File: src/rtl/dstep_pkg.sv
package dstep_pkg;

  typedef enum logic [1:0] {
    STEP_INIT = 2'd0,
    STEP_MID  = 2'd1,
    STEP_LAST = 2'd2,
    STEP_FIX  = 2'd3
  } step_kind_e;

  typedef enum logic [2:0] {
    SQ_IDLE,
    SQ_INIT,
    SQ_MID,
    SQ_LAST,
    SQ_FIX,
    SQ_DONE
  } seq_state_e;

  // special-register select and flag bit positions in write data
  localparam logic SR_SEL_Q     = 1'b0;
  localparam logic SR_SEL_FLAGS = 1'b1;
  localparam int   FLAG_DF_BIT  = 0;
  localparam int   FLAG_N_BIT   = 1;

endpackage

File: src/rtl/dstep_alu.sv
module dstep_alu
  import dstep_pkg::*;
#(
  parameter int W = 32
) (
  input  step_kind_e   kind,
  input  logic [W-1:0] a,
  input  logic [W-1:0] b,
  input  logic [W-1:0] q,
  input  logic         df,
  input  logic         n,
  output logic [W-1:0] res_nxt,
  output logic [W-1:0] q_nxt,
  output logic         df_nxt,
  output logic         n_nxt
);

  localparam logic [W-1:0] ONE = {{(W-1){1'b0}}, 1'b1};

  logic [W-1:0] addend;
  logic [W-1:0] sum;
  logic [W-1:0] fix_sum;
  logic         carry;
  logic         df_step;

  always_comb begin
    // divisor sign follows the direction flag
    addend         = df ? (~b + ONE) : b;
    {carry, sum}   = {1'b0, a} + {1'b0, addend};
    // two independent toggles: missing carry, prior negative sign
    df_step        = df ^ ~carry ^ n;
    fix_sum        = a + b;

    res_nxt = a;
    q_nxt   = q;
    df_nxt  = df;
    n_nxt   = n;
    case (kind)
      STEP_INIT: begin
        res_nxt = {b[W-2:0], q[W-1]};
        q_nxt   = {q[W-2:0], 1'b0};
        df_nxt  = 1'b1;
        n_nxt   = b[W-1];
      end
      STEP_MID: begin
        res_nxt = {sum[W-2:0], q[W-1]};
        q_nxt   = {q[W-2:0], df_step};
        df_nxt  = df_step;
        n_nxt   = sum[W-1];
      end
      STEP_LAST: begin
        res_nxt = sum;
        q_nxt   = {q[W-2:0], df_step};
        df_nxt  = df_step;
        n_nxt   = sum[W-1];
      end
      default: begin
        res_nxt = df ? a : fix_sum;
      end
    endcase
  end

endmodule

File: src/rtl/dstep_regs.sv
module dstep_regs
  import dstep_pkg::*;
#(
  parameter int W = 32
) (
  input  logic         clk,
  input  logic         rst_n,
  input  logic         load_q,
  input  logic [W-1:0] load_val,
  input  logic         sr_we,
  input  logic         sr_sel,
  input  logic [W-1:0] sr_wdata,
  input  logic         step_en,
  input  logic [W-1:0] res_nxt,
  input  logic [W-1:0] q_nxt,
  input  logic         df_nxt,
  input  logic         n_nxt,
  output logic [W-1:0] res,
  output logic [W-1:0] q,
  output logic         df,
  output logic         n
);

  // priority: dividend load, then special-register write, then step
  always_ff @(posedge clk) begin
    if (!rst_n) begin
      res <= '0;
      q   <= '0;
      df  <= 1'b0;
      n   <= 1'b0;
    end else if (load_q) begin
      q <= load_val;
    end else if (sr_we) begin
      if (sr_sel == SR_SEL_FLAGS) begin
        df <= sr_wdata[FLAG_DF_BIT];
        n  <= sr_wdata[FLAG_N_BIT];
      end else begin
        q <= sr_wdata;
      end
    end else if (step_en) begin
      res <= res_nxt;
      q   <= q_nxt;
      df  <= df_nxt;
      n   <= n_nxt;
    end
  end

endmodule

File: src/rtl/dstep_seq.sv
module dstep_seq
  import dstep_pkg::*;
#(
  parameter int W = 32
) (
  input  logic         clk,
  input  logic         rst_n,
  input  logic         in_valid,
  output logic         in_ready,
  input  logic [W-1:0] in_divisor,
  output logic         out_valid,
  input  logic         out_ready,
  output logic         accept,
  output logic         active,
  output step_kind_e   kind,
  output logic [W-1:0] b_op
);

  localparam int MID_STEPS = W - 1;
  localparam int CW        = (MID_STEPS > 1) ? $clog2(MID_STEPS) : 1;
  localparam logic [CW-1:0] MID_END = CW'(MID_STEPS - 1);

  seq_state_e   state;
  logic [CW-1:0] cnt;
  logic [W-1:0]  divisor_q;

  always_comb begin
    in_ready  = (state == SQ_IDLE);
    out_valid = (state == SQ_DONE);
    accept    = in_valid && in_ready;
    active    = 1'b1;
    kind      = STEP_MID;
    b_op      = divisor_q;
    case (state)
      SQ_INIT: begin
        kind = STEP_INIT;
        b_op = '0;
      end
      SQ_MID:  kind = STEP_MID;
      SQ_LAST: kind = STEP_LAST;
      SQ_FIX:  kind = STEP_FIX;
      default: active = 1'b0;
    endcase
  end

  always_ff @(posedge clk) begin
    if (!rst_n) begin
      state     <= SQ_IDLE;
      cnt       <= '0;
      divisor_q <= '0;
    end else begin
      case (state)
        SQ_IDLE: if (in_valid) begin
          state     <= SQ_INIT;
          divisor_q <= in_divisor;
        end
        SQ_INIT: begin
          state <= SQ_MID;
          cnt   <= '0;
        end
        SQ_MID: begin
          if (cnt == MID_END) state <= SQ_LAST;
          else cnt <= cnt + 1'b1;
        end
        SQ_LAST: state <= SQ_FIX;
        SQ_FIX:  state <= SQ_DONE;
        SQ_DONE: if (out_ready) state <= SQ_IDLE;
        default: state <= SQ_IDLE;
      endcase
    end
  end

endmodule

File: src/rtl/dstep_unit.sv
module dstep_unit
  import dstep_pkg::*;
#(
  parameter int W = 32
) (
  input  logic         clk,
  input  logic         rst_n,
  input  logic         step_req,
  input  logic [1:0]   step_kind,
  input  logic [W-1:0] op_a,
  input  logic [W-1:0] op_b,
  input  logic         sr_we,
  input  logic         sr_sel,
  input  logic [W-1:0] sr_wdata,
  output logic [W-1:0] res,
  output logic [W-1:0] q,
  output logic         df,
  output logic         n,
  input  logic         in_valid,
  output logic         in_ready,
  input  logic [W-1:0] in_dividend,
  input  logic [W-1:0] in_divisor,
  output logic         out_valid,
  input  logic         out_ready,
  output logic [W-1:0] out_quot,
  output logic [W-1:0] out_rem
);

  logic         accept;
  logic         seq_active;
  step_kind_e   seq_kind;
  logic [W-1:0] seq_b;

  logic         ext_ok;
  logic         sr_do;
  logic         ext_step;
  logic         step_en;
  step_kind_e   alu_kind;
  logic [W-1:0] alu_a;
  logic [W-1:0] alu_b;

  logic [W-1:0] res_nxt;
  logic [W-1:0] q_nxt;
  logic         df_nxt;
  logic         n_nxt;

  dstep_seq #(.W(W)) u_seq (
    .clk        (clk),
    .rst_n      (rst_n),
    .in_valid   (in_valid),
    .in_ready   (in_ready),
    .in_divisor (in_divisor),
    .out_valid  (out_valid),
    .out_ready  (out_ready),
    .accept     (accept),
    .active     (seq_active),
    .kind       (seq_kind),
    .b_op       (seq_b)
  );

  // external access only while idle and not starting a division
  assign ext_ok   = in_ready && !accept;
  assign sr_do    = sr_we && ext_ok;
  assign ext_step = step_req && ext_ok && !sr_we;
  assign step_en  = ext_step || seq_active;

  assign alu_kind = seq_active ? seq_kind : step_kind_e'(step_kind);
  assign alu_a    = seq_active ? res      : op_a;
  assign alu_b    = seq_active ? seq_b    : op_b;

  dstep_alu #(.W(W)) u_alu (
    .kind    (alu_kind),
    .a       (alu_a),
    .b       (alu_b),
    .q       (q),
    .df      (df),
    .n       (n),
    .res_nxt (res_nxt),
    .q_nxt   (q_nxt),
    .df_nxt  (df_nxt),
    .n_nxt   (n_nxt)
  );

  dstep_regs #(.W(W)) u_regs (
    .clk      (clk),
    .rst_n    (rst_n),
    .load_q   (accept),
    .load_val (in_dividend),
    .sr_we    (sr_do),
    .sr_sel   (sr_sel),
    .sr_wdata (sr_wdata),
    .step_en  (step_en),
    .res_nxt  (res_nxt),
    .q_nxt    (q_nxt),
    .df_nxt   (df_nxt),
    .n_nxt    (n_nxt),
    .res      (res),
    .q        (q),
    .df       (df),
    .n        (n)
  );

  assign out_quot = q;
  assign out_rem  = res;

endmodule

File: config.mk
export PLATFORM = sky130hd
export DESIGN_NAME = dstep_unit
export DESIGN_NICKNAME = d
export VERILOG_FILES = /design/src/rtl/dstep_pkg.sv /design/src/rtl/dstep_alu.sv /design/src/rtl/dstep_regs.sv /design/src/rtl/dstep_seq.sv /design/src/rtl/dstep_unit.sv
export SDC_FILE = /design/constraint.sdc
export NUM_CORES = 1
export LEC_CHECK = 0
export ABC_AREA = 1
export BUFFER_PORTS_ARGS = -buffer_cell sky130_fd_sc_hd__buf_2
export CAP_MARGIN = 20
export CORE_MARGIN = 3
export CORE_UTILIZATION = 54
export CTS_CLUSTER_DIAMETER = 100
export DETAILED_ROUTE_END_ITERATION = 7
export PLACE_DENSITY_LB_ADDON = 0.25
export SYNTH_ARGS = -nofsm -noshare
export SYNTH_HDL_FRONTEND = slang
export SYNTH_SLANG_ARGS = --single-unit
File: constraint.sdc
create_clock -name clk -period 6.5 [get_ports clk]
set_input_delay 0.325 -clock clk [delete_from_list [all_inputs] [get_ports clk]]
set_output_delay 0.325 -clock clk [all_outputs]
set_load 0.1 [all_outputs]
Word level (Yosys, flattened, before mapping). Index checks and enable logic that the tools add are counted. W data, S select, Z words.

Flip-flop bits (word level): 106. Input bits: 169. Output and inout bits: 132. Word-level logic and storage cells: 82.

$add $sub $neg: 4. Equal/unequal tests: 14. Mux-type cells: 28. Bitwise logic cells: 6. Reduce and logical (&&, ||, !) cells: 23.

Operators by type and width (count): $mux W32 (9); $pmux W32 S3 (1); $pmux W32 S2 (1); $add A32 B32 Y33 (1); $add A32 B1 Y32 const B (1); $add A32 B32 Y32 (1); $not A32 Y32 (1); $pmux W3 S6 (1); $pmux W5 S2 (1); $mux W3 (3); $reduce_and A3 Y1 (3); $mux W1 (7); $eq A3 B2 Y1 const B (2); $eq A3 B3 Y1 const B (2); $ne A2 B2 Y1 const B (3); $pmux W2 S3 (1); $reduce_bool A3 Y1 (2); $add A5 B1 Y5 const B (1); $eq A5 B5 Y1 const B (1); $logic_and A1 B1 Y1 (5); $mux W5 (1); $ne A2 B1 Y1 const B (2); $pmux W1 S2 (2); $reduce_and A2 Y1 (2); other kinds (16) (21).

Longest topological paths before layout.
Depth after elaboration: 15. Gate-level depth with buffers: 36. Depth with buffers taken out: 36.

Cells and area by module. Synthesis repeated with hierarchy kept, for this count alone.

Cell total of the unflattened synthesis: 2510. Area, all modules: 13471.7 um^2.

Modules (own cells, without submodules): dstep_alu (times used 1, cells an instance 1398, area each 6847.8 um^2, sequential area each 0.0 um^2); dstep_regs (times used 1, cells an instance 545, area each 3368.2 um^2, sequential area each 1321.3 um^2); dstep_seq (times used 1, cells an instance 283, area each 1923.1 um^2, sequential area each 800.8 um^2); dstep_unit (times used 1, cells an instance 284, area each 1332.5 um^2, sequential area each 0.0 um^2).

Least setup slack after synthesis. No wires, ideal clock.

Path type: register to register. Start: reg u_seq.state[2]. End: reg u_regs.res[28]. Library setup time: 0.122 ns. Arrival: 3.963 ns. Data required time: 6.378 ns. Setup slack: 2.415 ns. Stages on the path, launching flop included: 33. Path buffers: 1. Clock period less this slack: 4.085 ns. Cells stage by stage: dfxtp_1 inv_2 nand2_1 nand3_4 buf_6 nand3_1 o21ai_1 inv_1 ha_1 inv_1 nor2_1 nand2_1 nor3_4 nand2_2 nor2_4 nand2_2 nor2_4 nand3_2 nand2_1 xor2_1 inv_1 ha_1 a21o_1 o21bai_1 a21oi_1 nand3_1 nand2_1 nand2_1 or2_2 nand3_1 nand3_1 a21oi_1 a21oi_1.

Word-level cells in the longest chain between the ends: 9. Elaborated cells between the ends (all ways): 32. Classes of those cells: add/sub: 3; eq/ne: 6; mux: 9; bitwise: 3; reduce/logical: 11.

Ends and longest elaborated chain: start, declared (RTL line dstep_seq.sv:23) `seq_state_e state;`; start signal, assigned (RTL line dstep_seq.sv:48) `state <= SQ_IDLE;`; start signal, assigned (RTL line dstep_seq.sv:54) `state <= SQ_INIT;`; start signal, assigned (RTL line dstep_seq.sv:58) `state <= SQ_MID;`; $eq A3 B1 Y1 (tied with other cells) (RTL line dstep_seq.sv:34) `case (state)`; $reduce_or A4 Y1 (no source line); $mux W1 (RTL line dstep_seq.sv:34); $mux W32 (RTL line dstep_unit.sv:69) `assign alu_b = seq_active ? seq_b : op_b;`; $not A32 Y32 (RTL line dstep_alu.sv:28) `addend = df ? (~b + ONE) : b;`; $add A32 B1 Y32 (RTL line dstep_alu.sv:28); $mux W32 (RTL line dstep_alu.sv:28); $add A32 B32 Y33 (RTL line dstep_alu.sv:29) `{carry, sum} = {1'b0, a} + {1'b0, addend};`; $pmux W32 S3 (RTL line dstep_alu.sv:38) `case (kind)`; end signal, assigned (RTL line dstep_regs.sv:41) `res <= res_nxt;`; end, declared (RTL line dstep_regs.sv:18) `output logic [W-1:0] res,`.

Parallel ways exist; a longest one is shown, timed or not. A chain may end at the register's enable or synchronous reset.

Worst setup path after layout.
Start: reg u_seq.state[1]. End: reg u_regs.res[27].

The elaborated chain is that of the path after synthesis.

==> results.ini <==
[worst_hold_path]
hold_path_class = in2reg

[final_layout]
layout_common_cells = nand2_1, buf_2, inv_1
drive_gt1_share_pct = 17.33
nets = 2404
final_cells = 2451
area_delta_synth_final_pct = 12.61
layout_commonest_cell = nand2_1
fill_cells = 2158

[sta]
setup_ws_ps = 975.5
worst-slew-pin-transition_ps = 1013
hold_violations = 0
skew_ps = 17.97
timing.final.crit_share_pct = 84.99
fmax_ghz = 0.1810
finalSetupViolations = 0
maxSlewViolCount = 0
rsz0062_at_grt = false
fin_crit_ps = 5524
tns_ps = 0
whs_ps = 190.7
max_slew_margin_pct = 32.41

[worst_setup_path]
r2r-start = u_seq.state[1]
r2r_cells = 29
worstSetupStartpoint = u_seq.state[1]
crit_arrival_ps = 5790
path_class = reg2reg
crit_fanout = 53
cp-end-kind = register
r2r_end = u_regs.res[27]
reg2reg_slack_ps = 980
start_kind = register
max_stage_delay_ps = 500
worstSetupEndpoint = u_regs.res[27]
crit_top_cell = nand2_1
required_ps = 6770
cp_slowest_cell = inv_2

[synthesis]
ys_async_sr_fraction_pct = 0
avgSynthCellArea_um2 = 5.876
synthCells = 1988
ys_ff_latch = 106
syn_nets = 2227
synth_seq_area_share_pct = 18.16
synth_edf_count = 0
yosysWarningCount = 0
synth_top_area_cell = dfxtp_1
syn-cell-area_um2 = 11680
synth_top_area_share_pct = 18.16
synthTopCellsByArea = dfxtp_1, nand2_1, a21oi_1
yosysUniqueCellTypes = 48
synthFlopType = dfxtp_1

[die]
die_h_um = 153.1
die_x_um = 153.1
die-area_um2 = 23440
coreArea_um2 = 21150
initial_core_util_pct = 55.23
rows = 53
io_pins = 301

[detailed_routing]
wl_um = 44900
drt_iter0_drc = 1346
vias = 14260
first_pass_iters = 6
ant_nets = 0
drcViolationCount = 0
routed_via_density = 5.816
avgRoutedWirePerCell_um = 18.32

[placed_design]
placed_cells = 2428
dpl_worst_slack_ps = 1054
port_buffers = 300
dp_hpwl_um = 35160
globalplace.congestion = 0.9738

[run_status]
status = finished clean

[job]
drv_cap = 0

[clock_network]
clockBufferDepth = 2
h-tree-depth = 3
cts_hold_buf = 0
clkSinkCount = 106
cts_setup_buffers = 0
cts_tree = done
numCtsBuffers = 9
cts-root-buf = clkbuf_16
cts-resized-gates = 0
clkLatencyLatePin_ps = 370
path_clk_slew_ps = 90

[global_route]
grt.total_usage_pct = 35.97
overflow = 0
grt_pass1_wl_um = 68390
antenna_found_initial = 6
grt_pass1_vias = 12670
grt_max_degree = 95

[cells in the mapped netlist (2+ instances only)]
| library cell | instances |
|---|---|
| nand2_1 | 554 |
| inv_1 | 215 |
| a21oi_1 | 177 |
| nand3_1 | 162 |
| nor2_1 | 147 |
| o21ai_0 | 130 |
| dfxtp_1 | 106 |
| ha_1 | 69 |
| buf_4 | 64 |
| a211oi_1 | 61 |
| clkbuf_1 | 60 |
| xor2_1 | 42 |
| nor3_1 | 21 |
| xnor2_1 | 18 |
| o21bai_1 | 16 |
| a31oi_1 | 11 |
| buf_2 | 11 |
| o21ai_1 | 11 |
| or2_2 | 11 |
| buf_1 | 10 |
| nand4_1 | 10 |
| o211ai_1 | 10 |
| nand2_2 | 9 |
| nand3_2 | 7 |
| a21o_1 | 6 |
| nor4_1 | 6 |
| o21a_1 | 6 |
| inv_2 | 5 |
| nand3b_1 | 5 |
| nor2_2 | 4 |
| a21boi_0 | 3 |
| buf_6 | 3 |
| nor2_4 | 2 |
| o221ai_1 | 2 |
[flip-flops by register name, indices dropped and copies added, names as in the netlist]
signal,count
u_regs.q,32
u_seq.state,3
u_regs.res,32
u_regs.n,1
u_regs.df,1
u_seq.divisor_q,32
u_seq.cnt,5
[cell families after synthesis]
group | synth area share, %
AND/OR/NAND/NOR | 34.07
AO/OA/AOI/OAI | 21.48
buffers and inverters | 14.22
flip-flops | 18.16
adder cells (fa/ha/maj) | 7.561
XOR/XNOR | 4.498
[area by class of cell]
class / instances / area, um2 / share of cell area, %
well taps: 275 / 344.1 / 2.616
diodes: 6 / 15.01 / 0.1141
clock buffers: 10 / 239.0 / 1.817
inverters: 221 / 829.5 / 6.306
repair buffers: 314 / 1619 / 12.31
multi-input cells: 1513 / 7904 / 60.08
flip-flops and latches: 106 / 2122 / 16.13
clock inverters: 6 / 82.58 / 0.6277
[worst min path at each step]
stage | from | endpoint | slack [ps] | cells past startpoint
final | in_divisor[25] | u_seq.divisor_q[25] | 190 | 3
after global routing | in_divisor[4] | u_seq.divisor_q[4] | 200 | 3
after CTS | in_divisor[28] | u_seq.divisor_q[28] | 180 | 3
after detailed placement | u_seq.divisor_q[31] | u_seq.divisor_q[31] | 460 | 2
after global placement | u_seq.divisor_q[26] | u_seq.divisor_q[26] | 450 | 2
after floorplan | u_seq.divisor_q[1] | u_seq.divisor_q[1] | 450 | 2
[worst max-delay path: cells and delay by family (launching register included)]
kind,cells,cell delay [ps]
simple gates,20,3150
compound gates,5,790
buf+inv,2,560
flops,1,380
fa+ha+maj,1,330
xor+xnor,1,140
[per-layer routing]
metal,vias up,global-route usage [%],routed length (um)
li1,6859,-,-
met1,6491,49.12,18390
met2,816,57.03,19980
met3,89,7.163,4980
met4,0,11.84,1549
met5,-,0,0
[stage by stage]
step / cell area [um2] / utilization, %
5_1_grt: 13160 / 62.19
3_5_place_dp: 12800 / 60.50
4_1_cts: 13120 / 62.02
6_report: 13160 / 62.19
3_3_place_gp: 12800 / 60.50
2_1_floorplan: 11680 / -
Power is left out: the tool's default activity adds up to more than one toggle a clock period on the data nets, which glitch-free logic cannot reach.
